`src/rtl/sysint_pkg.sv`:
```
package sysint_pkg;

    localparam int SI_DATA_W = 32;
    localparam int SI_ADDR_W = 12;
    localparam int SI_NSRC   = 2;

    localparam int SI_OFF_RAW  = 32'h050;
    localparam int SI_OFF_MASK = 32'h054;
    localparam int SI_OFF_MIS  = 32'h058;

    typedef logic [SI_DATA_W-1:0] word_t;
    typedef logic [SI_NSRC-1:0]   srcvec_t;

    typedef enum logic [1:0] {
        SEL_NONE = 2'd0,
        SEL_RAW  = 2'd1,
        SEL_MASK = 2'd2,
        SEL_MIS  = 2'd3
    } regsel_e;

    typedef struct packed {
        regsel_e sel;
        logic    rd;
        logic    wr_mask;
        logic    wr_mis;
    } busdec_t;

    // source index -> bit position in every word (0: brown-out, 1: PLL lock)
    function automatic int src_pos(int idx);
        case (idx)
            0:       return 1;
            default: return 6;
        endcase
    endfunction

    function automatic srcvec_t narrow(word_t w);
        srcvec_t v;
        for (int i = 0; i < SI_NSRC; i++) v[i] = w[src_pos(i)];
        return v;
    endfunction

    function automatic word_t widen(srcvec_t v);
        word_t w;
        w = '0;
        for (int i = 0; i < SI_NSRC; i++) w[src_pos(i)] = v[i];
        return w;
    endfunction

endpackage

```
`src/rtl/sysint_decode.sv`:
```
module sysint_decode
    import sysint_pkg::*;
#(
    parameter int ADDR_W = SI_ADDR_W
) (
    input  logic              req_valid,
    input  logic              req_write,
    input  logic [ADDR_W-1:0] req_addr,
    output busdec_t           dec
);
    logic hit_raw, hit_mask, hit_mis;

    always_comb begin
        hit_raw  = (req_addr == ADDR_W'(SI_OFF_RAW));
        hit_mask = (req_addr == ADDR_W'(SI_OFF_MASK));
        hit_mis  = (req_addr == ADDR_W'(SI_OFF_MIS));

        dec         = '0;
        dec.sel     = hit_raw  ? SEL_RAW  :
                      hit_mask ? SEL_MASK :
                      hit_mis  ? SEL_MIS  : SEL_NONE;
        dec.rd      = req_valid && !req_write;
        dec.wr_mask = req_valid && req_write && hit_mask;
        dec.wr_mis  = req_valid && req_write && hit_mis;
    end
endmodule

```
`src/rtl/sysint_srcbit.sv`:
```
module sysint_srcbit (
    input  logic clk,
    input  logic rst,
    input  logic evt,
    input  logic mask_we,
    input  logic mask_wbit,
    input  logic clr,
    output logic raw_o,
    output logic mask_o,
    output logic mis_o
);
    logic raw_q, mask_q, mis_q;

    always_ff @(posedge clk) begin
        if (rst) begin
            raw_q  <= 1'b0;
            mask_q <= 1'b0;
            mis_q  <= 1'b0;
        end else begin
            // event beats clear so no event is dropped
            if (evt)      raw_q <= 1'b1;
            else if (clr) raw_q <= 1'b0;

            if (mask_we) mask_q <= mask_wbit;

            // sticky capture of raw AND mask; clear drops it for this cycle
            if (clr) mis_q <= 1'b0;
            else     mis_q <= mis_q | (raw_q & mask_q);
        end
    end

    assign raw_o  = raw_q;
    assign mask_o = mask_q;
    assign mis_o  = mis_q;
endmodule

```
`src/rtl/sysint_readback.sv`:
```
module sysint_readback
    import sysint_pkg::*;
(
    input  logic    clk,
    input  logic    rst,
    input  busdec_t dec,
    input  srcvec_t raw,
    input  srcvec_t mask,
    input  srcvec_t mis,
    output word_t   rd_data,
    output logic    rd_valid
);
    word_t sel_word;

    always_comb begin
        unique case (dec.sel)
            SEL_RAW:  sel_word = widen(raw);
            SEL_MASK: sel_word = widen(mask);
            SEL_MIS:  sel_word = widen(mis);
            default:  sel_word = '0;
        endcase
    end

    always_ff @(posedge clk) begin
        if (rst) begin
            rd_data  <= '0;
            rd_valid <= 1'b0;
        end else begin
            rd_valid <= dec.rd;
            rd_data  <= dec.rd ? sel_word : '0;
        end
    end
endmodule

```
`src/rtl/sysint_latch.sv`:
```
module sysint_latch
    import sysint_pkg::*;
#(
    parameter int ADDR_W = SI_ADDR_W
) (
    input  logic                 clk,
    input  logic                 rst,
    input  logic                 req_valid,
    input  logic                 req_write,
    input  logic [ADDR_W-1:0]    req_addr,
    input  logic [SI_DATA_W-1:0] req_wdata,
    output logic [SI_DATA_W-1:0] rd_data,
    output logic                 rd_valid,
    input  logic                 brownout_evt,
    input  logic                 pll_evt,
    output logic                 irq
);
    busdec_t dec;
    srcvec_t src_evt, wvec, clr_vec;
    srcvec_t raw_q, mask_q, mis_q;
    logic    irq_q;

    assign src_evt = {pll_evt, brownout_evt};
    assign wvec    = narrow(req_wdata);
    assign clr_vec = dec.wr_mis ? wvec : '0;

    sysint_decode #(.ADDR_W(ADDR_W)) u_dec (
        .req_valid (req_valid),
        .req_write (req_write),
        .req_addr  (req_addr),
        .dec       (dec)
    );

    for (genvar i = 0; i < SI_NSRC; i++) begin : g_src
        sysint_srcbit u_bit (
            .clk       (clk),
            .rst       (rst),
            .evt       (src_evt[i]),
            .mask_we   (dec.wr_mask),
            .mask_wbit (wvec[i]),
            .clr       (clr_vec[i]),
            .raw_o     (raw_q[i]),
            .mask_o    (mask_q[i]),
            .mis_o     (mis_q[i])
        );
    end

    sysint_readback u_rb (
        .clk      (clk),
        .rst      (rst),
        .dec      (dec),
        .raw      (raw_q),
        .mask     (mask_q),
        .mis      (mis_q),
        .rd_data  (rd_data),
        .rd_valid (rd_valid)
    );

    always_ff @(posedge clk) begin
        if (rst) irq_q <= 1'b0;
        else     irq_q <= |mis_q;
    end

    assign irq = irq_q;
endmodule

```
`config.mk`:
```
export PLATFORM = sky130hd
export DESIGN_NAME = sysint_latch
export DESIGN_NICKNAME = d
export VERILOG_FILES = /design/src/rtl/sysint_pkg.sv /design/src/rtl/sysint_decode.sv /design/src/rtl/sysint_srcbit.sv /design/src/rtl/sysint_readback.sv /design/src/rtl/sysint_latch.sv
export SDC_FILE = /design/constraint.sdc
export NUM_CORES = 1
export LEC_CHECK = 0
export ABC_AREA = 1
export BUFFER_PORTS_ARGS = -buffer_cell sky130_fd_sc_hd__buf_2
export CORE_UTILIZATION = 34
export DETAILED_ROUTE_END_ITERATION = 12
export PLACE_DENSITY = 0.79
export SYNTH_ARGS = -nofsm -noshare
export SYNTH_HDL_FRONTEND = slang
export SYNTH_SLANG_ARGS = --single-unit
```
`constraint.sdc`:
```
create_clock -name clk -period 0.8 [get_ports clk]
set_input_delay 0.08 -clock clk [delete_from_list [all_inputs] [get_ports clk]]
set_output_delay 0.08 -clock clk [all_outputs]
set_load 0.005 [all_outputs]
```
# Yosys cells after proc, flatten, opt, wreduce, memory -nomap -nowiden

Cells that the tools add are included.

Bitwise operators: 8
Multiplexer cells: 30
Equality and inequality tests: 6
Magnitude comparators: 12
Reduce and logical (&&, ||, !) cells: 17

Operators with widths:

| operator              | number |
|---|---|
| $ge A32 B1 Y1 const B | 6 |
| $lt A32 B7 Y1 const B | 6 |
| $mux W32              | 6 |
| $and A32 B32 Y32      | 3 |
| $bwmux W32            | 3 |
| $pmux W32 S3          | 1 |
| $eq A12 B7 Y1 const B | 3 |
| $demux W1 S5          | 6 |
| $logic_and A1 B1 Y1   | 10 |
| $mux W1               | 10 |
| $mux W2               | 4 |
| $reduce_or A2 Y1      | 4 |
| $eq A2 B2 Y1 const B  | 2 |
| $reduce_bool A2 Y1    | 2 |
| $and A1 B1 Y1         | 2 |
| $eq A2 B1 Y1 const B  | 1 |
| $or A1 B1 Y1          | 2 |
| $logic_not A1 Y1      | 1 |
| $not A1 Y1            | 1 |

Bits in registers: 40
Input port bits: 50
Output and inout port bits: 34

# Longest topological paths before layout

Depth after elaboration: 13
Depth in mapped cells: 8
Depth with buffers taken out: 8

# Cells and area by module

A second synthesis with hierarchy kept.

Cell total of the unflattened synthesis: 127
Area, all modules: 818.3 um^2

By module, submodules not included:

| module          | area each (um^2) | cells an instance | sequential area each (um^2) | instances |
|---|---|---|---|---|
| sysint_readback | 361.6            | 50                | 60.1                        | 1 |
| sysint_srcbit   | 118.9            | 18                | 60.1                        | 2 |
| sysint_decode   | 176.4            | 34                | 0.0                         | 1 |
| sysint_latch    | 42.5             | 7                 | 20.0                        | 1 |

# Least setup slack after synthesis

Ideal clock, no wire load.

Path type: input port to flip-flop
Start point: in req_addr[11]
End point: reg g_src[0].u_bit.mask_q
Library setup time: 114 ps
Required time: 686 ps
Buffers on the path: 0
Arrival time: 659 ps
Stages: 6
Slack: 27 ps
Path through: nor2_1 > nand2_1 > nor2_4 > nand3_2 > o21bai_1 > nor2_1

Cells in the longest elaborated chain, start to end: 2

Ends and longest elaborated chain:

| element              | RTL line            | RTL |
|---|---|---|
| start, declared      | sysint_latch.sv:10  | `input logic [ADDR_W-1:0] req_addr,` |
| $eq A12 B7 Y1        | sysint_decode.sv:15 | `hit_mask = (req_addr == ADDR_W'(SI_OFF_MASK));` |
| $logic_and A1 B1 Y1  | sysint_decode.sv:23 | `dec.wr_mask = req_valid && req_write && hit_mask;` |
| end signal, assigned | sysint_srcbit.sv:24 | `if (mask_we) mask_q <= mask_wbit;` |
| end, declared        | sysint_srcbit.sv:12 | `logic raw_q, mask_q, mis_q;` |

No other way between the ends.
A chain may end at the register's enable or synchronous reset.

# Worst setup path after layout

Start point: reg u_rb.rd_data[6]
End point: out rd_data[6]

RTL lines:

| element                | RTL line              | RTL |
|---|---|---|
| start, declared        | sysint_readback.sv:10 | `output word_t rd_data,` |
| start signal, assigned | sysint_readback.sv:30 | `rd_data <= dec.rd ? sel_word : '0;` |
| end, declared          | sysint_latch.sv:12    | `output logic [SI_DATA_W-1:0] rd_data,` |

No word-level cell between the ends.

==> impl_metrics.toml <==
[cells_and_area]
area_delta_synth_final_pct = 15.4
post-route-util_pct = 43.7
layout-drive-gt1-share_pct = 37.4
nFillCells = 231
antennaDiodeCount = 0
nets = 190
layout_commonest_cell = "conb_1"
layout_common_cells = "conb_1 (30), buf_2 (23), nand2_1 (14)"

[yosys]
syn_inst = 107
ys_types = 16
async_flop_share_pct = 0
synth_ff_type = "dfxtp_1"
yosys_register_bits = 10
syn_area_um2 = 773
synth_seq_area_share_pct = 25.9
yosysWarnings = 0
syn_area_per_cell_um2 = 7.23
synth_edf_count = 0

[timing]
hold_viol = 1
slew_viol_final = 0
fin_crit_sh_pct = 96.4
skew_ns = 0.0119
fin_setup_tns_ns = 0
hold_ws_ns = -0.0284
period_needed_ns = 0.771
grt_setup_unrepaired = "false"
max_freq_mhz = 1300
final-setup-viol-count = 0

[global_routing]
grtUsageTotal_pct = 11.8
grt_pass1_wl_um = 2170
grt_pass1_vias = 556
grt_max_degree = 8
antenna_found_initial = 0
grt.overflow.total = 0

[power_and_ir_drop]
p_per_area_nw_per_um2 = 1320
ir_drop_v = 0.000563
cellLeakagePower_nw = 0.482

[placed_design]
place.gp.congestion = 0.830
port_buffers = 23
dpl.hpwl_um = 1160

[critical_path]
worstPathArrival_ns = 0.69
endpoint_kind = "output port"
path_cells = "buf_2"
path_class = "reg2out"
path_buf_inv = 1
startpoint_type = "flip-flop"
path_max_fanout = 1
cpPeakStageDelay_ns = 0.30
slowest_stage = "dfxtp_1"
cp_top_family = "flip-flops"
critPathRequiredTime_ns = 0.72

[clock_network]
clkTransAtPathRegs_ns = 0.08
htreeDepth = 1
root_buffer = "clkbuf_4"
clockBufferDepth = 2
clk_latency_ns = 0.28
cts_buffers = 3
cts_tree = "done"
holdBufCountCts = 1
cts_sinks = 10

[routing]
route.detailed.drc = 0
dr_total_vias = 651
avgRoutedWirePerCell_um = 8.44
wl_um = 1400
detail-route-antenna-nets = 0
drtPass1Iterations = 4
drt_iter0_drc = 7
routed_via_density = 3.92

[worst_hold_path]
min_path_type = "in2reg"

[die]
die_height_um = 49.7
start_util_pct = 37.9
dieWidth_um = 49.7
fp.coreArea_um2 = 2040
die_area_um2 = 2470
ios = 84
rows = 16

[job]
max_cap_viol_count = 0

[outcome]
violations = "negative hold slack"
status = "complete, but fails checks"
cell usage after synthesis (2+ instances only):
cell type / instances / share of area (%)
a21oi_1: 2 / 1.3
buf_4: 30 / 29
dfxtp_1: 10 / 26
inv_1: 10 / 4.9
inv_2: 2 / 0.97
nand2_1: 15 / 7.3
nand2_2: 4 / 3.2
nand3_1: 10 / 6.5
nand4_1: 2 / 1.6
nor2_1: 8 / 3.9
nor2_2: 4 / 3.2
nor2_4: 5 / 7.3
o21bai_1: 2 / 1.9
worst paths after layout:
path / from / to / slack [ns] / cells past startpoint
max: u_rb.rd_data[6]$_SDFF_PP0_ / rd_data[6] / 0.03 / 1
min: req_write / u_rb.rd_valid$_SDFF_PP0_ / -0.03 / 2
max reg2reg: g_src[0].u_bit.mask_o$_SDFFE_PP0P_ / u_rb.rd_data[1]$_SDFF_PP0_ / 0.12 / 4
min reg2reg: g_src[0].u_bit.raw_o$_SDFFE_PP0P_ / g_src[0].u_bit.raw_o$_SDFFE_PP0P_ / 0.49 / 2
metrics by stage:
step | cells | hold slack [ns] | instance area (um2) | setup WS (ns) | power (mW)
floorplan | 136 | 0.152 | 882 | 0.0268 | 0.729
global placement | 161 | 0.273 | 843 | -0.128 | 0.704
CTS | 166 | 0.00827 | 890 | 0.0284 | 1.17
detailed placement | 161 | 0.276 | 843 | -0.182 | 0.711
global route | 166 | -0.00378 | 892 | 0.00380 | 1.23
finish | 166 | -0.0284 | 892 | 0.0291 | 1.18
sequential cells by signal (all words and copies together) (netlist names):
| name | cells |
|---|---|
| g_src.u_bit.mask_o | 2 |
| g_src.u_bit.mis_o | 2 |
| g_src.u_bit.raw_o | 2 |
| u_rb.rd_data | 2 |
| irq | 1 |
| u_rb.rd_valid | 1 |
power by group:
part	internal [mW]	switching, mW	leakage, nW
logic	0.0771	0.114	0.380
clock network	0.277	0.194	0.0210
registers	0.509	0.00825	0.0814
logic make-up (layout without fill, tap and decap cells):
logic type	Yosys count	after routing	synth area share, %
buffers and inverters	42	45	35.0
other	1	30	0.485
AND/OR/NAND/NOR	49	49	34.3
AO/OA/AOI/OAI	5	5	4.37
flip-flops	10	10	25.9
final cells by class:
class                   instances  area (um2)  area share [%]
multi-input cells              84         417            46.7
flip-flops and latches         10         200            22.4
repair buffers                 29         160            18.0
inverters                      12        45.0            5.05
clock buffers                   4        36.3            4.07
well taps                      27        33.8            3.79
repair_timing:
| item | in CTS | in global routing |
|---|---|---|
| endpoints found under the setup margin | 0 | 2 |
| resized for setup | 0 | 2 |
| hold endpoints to repair | 1 | 1 |
| setup buffers | 0 | 1 |
metal layers:
| layer | up-vias | part of all wire [%] | track usage [%] | routed length, um |
|---|---|---|---|---|
| met5 | - | 0 | 0 | 0 |
| met4 | 0 | 1.0 | 5.71 | 14 |
| met3 | 2 | 8.9 | 4.32 | 125 |
| li1 | 331 | - | - | - |
| met2 | 35 | 52 | 21.4 | 735 |
| met1 | 283 | 38 | 11.7 | 526 |
Note: power is estimated with default switching activity, not from simulation.
